### src/rtl/opnd_bypass_pkg.sv
package opnd_bypass_pkg;

  // Number of in-flight result registers that can be bypassed.
  localparam int RES_STAGES = 3;

  // Operand source choice; numeric value n > 0 means result stage n-1.
  typedef enum logic [1:0] {
    SRC_RF    = 2'd0,
    SRC_RES_A = 2'd1,
    SRC_RES_N = 2'd2,
    SRC_RES_R = 2'd3
  } byp_src_e;

endpackage

### src/rtl/byp_rst_sync.sv
module byp_rst_sync (
  input  logic clk,
  input  logic rst_n,
  output logic rst_q_n
);

  logic meta_q;

  always_ff @(posedge clk or negedge rst_n) begin
    if (!rst_n) begin
      meta_q  <= 1'b0;
      rst_q_n <= 1'b0;
    end else begin
      meta_q  <= 1'b1;
      rst_q_n <= meta_q;
    end
  end

endmodule

### src/rtl/byp_tag_chain.sv
module byp_tag_chain #(
  parameter int REG_AW = 5,
  parameter int DEPTH  = 4
) (
  input  logic                             clk,
  input  logic                             rst_n,
  input  logic [REG_AW-1:0]                iss_dst,
  input  logic                             iss_wen,
  output logic [DEPTH-2:0][REG_AW-1:0]     fwd_dst,
  output logic [DEPTH-2:0]                 fwd_wen
);

  // Slot 0 tracks the instruction in the ALU stage; slots 1.. track the
  // instructions whose results sit in the bypassable result registers.
  logic [DEPTH-1:0][REG_AW-1:0] dst_d, dst_q;
  logic [DEPTH-1:0]             wen_d, wen_q;

  always_comb begin
    dst_d[0] = iss_dst;
    wen_d[0] = iss_wen;
  end

  for (genvar s = 1; s < DEPTH; s++) begin : g_shift
    always_comb begin
      dst_d[s] = dst_q[s-1];
      wen_d[s] = wen_q[s-1];
    end
  end

  always_ff @(posedge clk or negedge rst_n) begin
    if (!rst_n) begin
      dst_q <= '0;
      wen_q <= '0;
    end else begin
      dst_q <= dst_d;
      wen_q <= wen_d;
    end
  end

  assign fwd_dst = dst_q[DEPTH-1:1];
  assign fwd_wen = wen_q[DEPTH-1:1];

  AST_FLAG_ADVANCES: assert property (@(posedge clk) disable iff (!rst_n)
    iss_wen |=> wen_q[0]);

endmodule

### src/rtl/byp_match.sv
module byp_match
  import opnd_bypass_pkg::*;
#(
  parameter int REG_AW = 5
) (
  input  logic                               clk,
  input  logic                               rst_n,
  input  logic [REG_AW-1:0]                  src,
  input  logic [RES_STAGES-1:0][REG_AW-1:0]  fwd_dst,
  input  logic [RES_STAGES-1:0]              fwd_wen,
  output byp_src_e                           sel,
  output logic                               src_live
);

  logic [RES_STAGES-1:0] hit;

  assign src_live = |src;

  for (genvar s = 0; s < RES_STAGES; s++) begin : g_cmp
    assign hit[s] = fwd_wen[s] && (fwd_dst[s] == src) && src_live;
  end

  // Oldest first so the youngest hit overwrites.
  always_comb begin
    sel = SRC_RF;
    for (int i = RES_STAGES - 1; i >= 0; i--) begin
      if (hit[i]) sel = byp_src_e'(2'(i + 1));
    end
  end

  AST_ZERO_NO_MATCH: assert property (@(posedge clk) disable iff (!rst_n)
    (src == '0) |-> (sel == SRC_RF && !src_live));

  AST_IDLE_STAGE_SKIP: assert property (@(posedge clk) disable iff (!rst_n)
    !fwd_wen[0] |-> (sel != SRC_RES_A));

  AST_YOUNGEST_WINS: assert property (@(posedge clk) disable iff (!rst_n)
    (fwd_wen[0] && fwd_dst[0] == src && src != '0) |-> (sel == SRC_RES_A));

endmodule

### src/rtl/byp_mux.sv
module byp_mux
  import opnd_bypass_pkg::*;
#(
  parameter int DATA_W = 32
) (
  input  byp_src_e                           sel,
  input  logic                               src_live,
  input  logic [DATA_W-1:0]                  rf_data,
  input  logic [RES_STAGES-1:0][DATA_W-1:0]  res,
  output logic [DATA_W-1:0]                  value
);

  always_comb begin
    unique case (sel)
      SRC_RES_A: value = res[0];
      SRC_RES_N: value = res[1];
      SRC_RES_R: value = res[2];
      default:   value = rf_data;
    endcase
    if (!src_live) value = '0;
  end

endmodule

### src/rtl/opnd_bypass.sv
module opnd_bypass
  import opnd_bypass_pkg::*;
#(
  parameter  int DATA_W   = 32,
  parameter  int NUM_REGS = 32,
  parameter  int IMM_W    = 16,
  localparam int REG_AW   = $clog2(NUM_REGS)
) (
  input  logic              clk,
  input  logic              rst_n,
  input  logic [REG_AW-1:0] iss_src_l,
  input  logic [REG_AW-1:0] iss_src_r,
  input  logic [REG_AW-1:0] iss_dst,
  input  logic              iss_wen,
  input  logic              iss_use_imm,
  input  logic [IMM_W-1:0]  iss_imm,
  input  logic [DATA_W-1:0] rf_rdata_l,
  input  logic [DATA_W-1:0] rf_rdata_r,
  input  logic [DATA_W-1:0] res_a,
  input  logic [DATA_W-1:0] res_n,
  input  logic [DATA_W-1:0] res_r,
  output logic [DATA_W-1:0] alu_l,
  output logic [DATA_W-1:0] alu_r,
  output logic [DATA_W-1:0] dmem_addr
);

  localparam int TAG_DEPTH = RES_STAGES + 1;
  localparam int EXT_W     = DATA_W - IMM_W;
  localparam int N_OPND    = 2;

  logic rst_q_n;

  byp_rst_sync u_rst_sync (
    .clk     (clk),
    .rst_n   (rst_n),
    .rst_q_n (rst_q_n)
  );

  logic [RES_STAGES-1:0][REG_AW-1:0] fwd_dst;
  logic [RES_STAGES-1:0]             fwd_wen;

  byp_tag_chain #(
    .REG_AW (REG_AW),
    .DEPTH  (TAG_DEPTH)
  ) u_tags (
    .clk     (clk),
    .rst_n   (rst_q_n),
    .iss_dst (iss_dst),
    .iss_wen (iss_wen),
    .fwd_dst (fwd_dst),
    .fwd_wen (fwd_wen)
  );

  logic [RES_STAGES-1:0][DATA_W-1:0] res_bus;
  logic [N_OPND-1:0][REG_AW-1:0]     src_v;
  logic [N_OPND-1:0][DATA_W-1:0]     rf_v;
  logic [N_OPND-1:0][DATA_W-1:0]     fwd_v;
  logic [N_OPND-1:0]                 live_v;
  byp_src_e                          sel_v [N_OPND];

  assign res_bus = {res_r, res_n, res_a};
  assign src_v   = {iss_src_r, iss_src_l};
  assign rf_v    = {rf_rdata_r, rf_rdata_l};

  for (genvar g = 0; g < N_OPND; g++) begin : g_opnd
    byp_match #(
      .REG_AW (REG_AW)
    ) u_match (
      .clk      (clk),
      .rst_n    (rst_q_n),
      .src      (src_v[g]),
      .fwd_dst  (fwd_dst),
      .fwd_wen  (fwd_wen),
      .sel      (sel_v[g]),
      .src_live (live_v[g])
    );

    byp_mux #(
      .DATA_W (DATA_W)
    ) u_mux (
      .sel      (sel_v[g]),
      .src_live (live_v[g]),
      .rf_data  (rf_v[g]),
      .res      (res_bus),
      .value    (fwd_v[g])
    );
  end

  // Operand latch next state
  logic [DATA_W-1:0] opl_d, opr_d, off_d;
  logic [DATA_W-1:0] opl_q, opr_q, off_q;

  always_comb begin
    opl_d = fwd_v[0];
    opr_d = iss_use_imm ? {{EXT_W{1'b0}}, iss_imm} : fwd_v[1];
    off_d = {{EXT_W{iss_imm[IMM_W-1]}}, iss_imm};
  end

  always_ff @(posedge clk or negedge rst_q_n) begin
    if (!rst_q_n) begin
      opl_q <= '0;
      opr_q <= '0;
      off_q <= '0;
    end else begin
      opl_q <= opl_d;
      opr_q <= opr_d;
      off_q <= off_d;
    end
  end

  assign alu_l     = opl_q;
  assign alu_r     = opr_q;
  assign dmem_addr = opl_q + off_q;

  AST_IMM_ZEXT: assert property (@(posedge clk) disable iff (!rst_q_n)
    iss_use_imm |=> (alu_r == {{EXT_W{1'b0}}, $past(iss_imm)}));

  AST_ZERO_BASE: assert property (@(posedge clk) disable iff (!rst_q_n)
    (iss_src_l == '0) |=> (dmem_addr == {{EXT_W{$past(iss_imm[IMM_W-1])}}, $past(iss_imm)}));

  AST_LEFT_ZERO: assert property (@(posedge clk) disable iff (!rst_q_n)
    (iss_src_l == '0) |=> (alu_l == '0));

endmodule

### config.mk
export PLATFORM = sky130hd
export DESIGN_NAME = opnd_bypass
export DESIGN_NICKNAME = d
export VERILOG_FILES = /design/src/rtl/opnd_bypass_pkg.sv /design/src/rtl/byp_rst_sync.sv /design/src/rtl/byp_tag_chain.sv /design/src/rtl/byp_match.sv /design/src/rtl/byp_mux.sv /design/src/rtl/opnd_bypass.sv
export SDC_FILE = /design/constraint.sdc
export NUM_CORES = 1
export LEC_CHECK = 0
export ABC_AREA = 1
export BUFFER_PORTS_ARGS = -buffer_cell sky130_fd_sc_hd__buf_2
export CORE_MARGIN = 2
export CORE_UTILIZATION = 40
export CTS_BUF_LIST = sky130_fd_sc_hd__clkbuf_4 sky130_fd_sc_hd__clkbuf_8
export DETAILED_ROUTE_END_ITERATION = 8
export PLACE_DENSITY = 0.66
export SLEW_MARGIN = 10
export SYNTH_ARGS = -nofsm -noshare
export SYNTH_HDL_FRONTEND = slang
export SYNTH_HIERARCHICAL = 1
export SYNTH_SLANG_ARGS = --single-unit
### constraint.sdc
create_clock -name clk -period 4.15 [get_ports clk]
set_clock_uncertainty 0.05 [all_clocks]
set_input_delay 0.2075 -clock clk [delete_from_list [all_inputs] [get_ports clk]]
set_output_delay 0.2075 -clock clk [all_outputs]
set_load 0.05 [all_outputs]
==> flow_summary.json <==
{
  "fin_tns_setup_ns": 0,
  "maxSlewViolCount": 0,
  "syn_area_sq_um": 8727,
  "hold_viol": 0,
  "critPathLaunchType": "flop",
  "relSlewSlack": 0.4077,
  "dieWidth_microns": 151.7,
  "cp.depth": 10,
  "finalPower_uw": 3739,
  "p_sw_uw": 1807,
  "final_nets": 1885,
  "grt_overflow": 0,
  "ir_drop_mv": 0.1395,
  "p_int_uw": 1932,
  "drt-vias-per-instance": 4.994,
  "grt_usage": 0.2620,
  "clkPwrFrac": 0.191,
  "syn_nets": 1621,
  "async_reset_ff_frac": 1.000,
  "clockBufferDepth": 2,
  "post_cts_buffers": 0,
  "grt_pass1_wl_microns": 45710,
  "rsz0062_at_grt": "false",
  "gp_congestion": 0.9544,
  "cp.required_ns": 3.89,
  "crit_buf_inv": 1,
  "max_stage_delay_ns": 0.65,
  "port_buffers": 290,
  "vias": 9769,
  "rows": 54,
  "met2_length_microns": 14390,
  "wl_met3_microns": 2315,
  "synth_seq_cells": 106,
  "clk_pin_slew_worst_paths_ns": 0.10,
  "cts_buffers": 9,
  "netlist_top_cells_area": "dfrtp_1 30%, nand2_1 17%, nand3_1 9.9%, nor2_1 9.0%, inv_1 8.5%",
  "hpwl_microns": 24320,
  "combPwrFrac": 0.490,
  "drt_drc_violations_left": 0,
  "hold_end": "alu_l[15]",
  "power_frac_seq": 0.319,
  "syn_inst": 1394,
  "cp_max_fo": 17,
  "core_area_sq_um": 21620,
  "clock_latency_ns": 0.40,
  "r2r_cells": 12,
  "floorplan.die_area_sq_um": 23020,
  "r2r_end": "alu_r[13]",
  "min_delay_path_depth": 3,
  "dieHeight_microns": 151.7,
  "cts_tree": "done",
  "r2r_slack_ns": 1.37,
  "highest_layer": "met5",
  "powerDensity_nw_per_um2": 352.2,
  "wirelength_met1_microns": 13450,
  "timing.hold.worst.class": "primary input to flop",
  "power_switching_share": 0.4833,
  "yosysTopAreaCell": "dfrtp_1",
  "yosysTopAreaCellShare": 0.3039,
  "hold_ws_ns": 0.02277,
  "dr.pass1.iters": 6,
  "ys_seq_area_frac": 0.3039,
  "drt_iter0_drc": 734,
  "clock-root-buffer": "clkbuf_8",
  "grt_pass1_vias": 8597,
  "maxCapViolations": 0,
  "critPathCaptureType": "output port",
  "tightest_slew_ns": 0.8884,
  "area_growth_pct": 21.66,
  "path_delay_family": "simple AND/OR/NAND/NOR gates",
  "dominantRegCellSynth": "dfrtp_1",
  "path_cells": "ha_1 -> nand2_1 -> nor2_1 -> nand2_1 -> nor2_1 -> nand2_1 -> nand3_1 -> nand2_1 -> nand2_1 -> buf_2",
  "postRouteAntennaNets": 0,
  "slowest_stage": "dfrtp_1",
  "ys_types": 30,
  "status": "finished clean",
  "grt_max_degree": 86,
  "worstSetupPathType": "flop to output port",
  "ctsHtreeMaxLevel": 3,
  "setup-violations-final": 0,
  "crit_top_cell": "nand2_1",
  "start_util": 0.4036,
  "routedWlPerCell_microns": 15.83,
  "p_leak_uw": 0.006237,
  "crit_arrival_ns": 2.76,
  "antenna_found_initial": 15,
  "drt_wl_total_microns": 30960,
  "fmax_mhz": 331.6,
  "ys.warnings.count": 6,
  "synth-edff-count": 0,
  "cts_num_sinks": 106,
  "reg2reg_from": "u_tags/fwd_dst[3]",
  "hold_start": "rf_rdata_l[15]",
  "avgSynthCellArea_sq_um": 6.260,
  "fin_crit_sh": 0.7267,
  "drive_gt1_frac": 0.2225,
  "fin_crit_ns": 3.016,
  "ioPinCount": 291
}
worst max path at each step:
stage / startpoint / end / slack, ns
floorplan: u_rst_sync/rst_q_n / alu_l[0] / 0.93
global placement: iss_src_r[0] / alu_r[12] / 1.02
detailed placement: iss_src_r[0] / alu_r[13] / 0.98
CTS: off_q[15] / dmem_addr[25] / 1.15
global route: off_q[15] / dmem_addr[29] / 0.94
finish: off_q[15] / dmem_addr[25] / 1.13
power by group through the flow:
stage	logic (uW)	registers [uW]	clock network (uW)
2_1_floorplan	1100	1440	0
3_3_place_gp	1790	1210	0
3_5_place_dp	1810	1210	0
4_1_cts	1830	1190	728
5_1_grt	1990	1200	771
6_report	1830	1190	714
sequential cells by signal, indices dropped and copies added, names as in the netlist:
signal and count:
alu_l 32, alu_r 32, off_q 16, u_rst_sync/meta_q 1
u_rst_sync/rst_q_n 1, u_tags/dst_d 5, u_tags/fwd_dst 15, u_tags/wen_q 4
placed cells by master, fill, tap and decap left out, types with 2 or more instances in the layout:
| cell type | count |
|---|---|
| xor2_1 | 17 |
| nand3_1 | 173 |
| buf_2 | 290 |
| mux2_2 | 16 |
| nand2_1 | 384 |
| diode_2 | 13 |
| ha_1 | 31 |
| nor2_1 | 208 |
| clkbuf_8 | 10 |
| nor3_1 | 5 |
| nor2_2 | 7 |
| inv_2 | 10 |
| dlygate4sd3_1 | 24 |
| dfrtp_1 | 105 |
| buf_4 | 11 |
| o21bai_1 | 2 |
| nand4_1 | 6 |
| inv_1 | 198 |
| o21ai_0 | 28 |
| inv_8 | 3 |
| or2_1 | 2 |
| o21ai_1 | 44 |
| nand2_4 | 2 |
| a21oi_1 | 62 |
| a21oi_2 | 2 |
| nand3_2 | 3 |
| nand2_2 | 10 |
| nor2_4 | 2 |
area by class of cell:
class,count,area [sq um]
tap,280,350.3
sequential,106,2656
inverter,208,780.7
antenna,13,32.53
clock buffer,10,137.6
fill,2267,11000
clock inverter,6,81.33
timing repair buffer,325,1774
multi-input combinational,1008,4805
logic make-up (layout without fill, tap and decap cells):
group | after synthesis | after routing | synth area share
simple gates | 802 | 802 | 0.3798
flops | 106 | 106 | 0.3039
xor+xnor | 18 | 18 | 0.01806
compound gates | 139 | 139 | 0.08143
buf+inv | 280 | 549 | 0.1490
mux | 16 | 16 | 0.02064
other cells | 1 | 14 | 0.0004297
fa+ha+maj | 32 | 32 | 0.04674
metrics by stage:
step | area, sq um | utilization | cells | setup slack (ns)
after floorplan | 8727 | - | 1394 | 0.9285
after global placement | 10130 | 0.4683 | 1903 | 1.023
after detailed placement | 10130 | 0.4683 | 1903 | 0.9823
after CTS | 10590 | 0.4896 | 1943 | 1.148
after global routing | 10610 | 0.4907 | 1953 | 0.9366
final | 10620 | 0.4911 | 1956 | 1.134
Yosys cell counts, types with 16 or more instances:
cell	n
nor2_1	210
buf_4	29
xor2_1	17
nand3_1	173
o21ai_1	44
mux2_2	16
nand2_1	386
inv_1	198
ha_1	31
o21ai_0	28
a21oi_1	62
dfrtp_1	106
buf_2	22
metal layers:
metal	GRT usage	up-vias
li1	-	4870
met1	0.3584	4459
met2	0.4191	386
met3	0.03922	50
met4	0.1000	4
met5	0	-
repair_timing:
action	4_1_cts	5_1_grt
hold buffers	24	0
setup endpoints to repair	0	0
endpoints found under the hold margin	27	0
gates resized for setup	0	0
worst register-to-register path, stage by stage (launching register included):
cell and delay, ns:
dfrtp_1 0.45, nand2_1 0.09, o21ai_0 0.08, nor2_1 0.10, nand2_1 0.06, nor2_1 0.26
nor2_4 0.07, buf_4 0.23, inv_2 0.10, nand2_2 0.46, o21ai_0 0.38, nor2_1 0.08
mux2_2 0.26
Note: power is estimated with default switching activity, not from simulation.
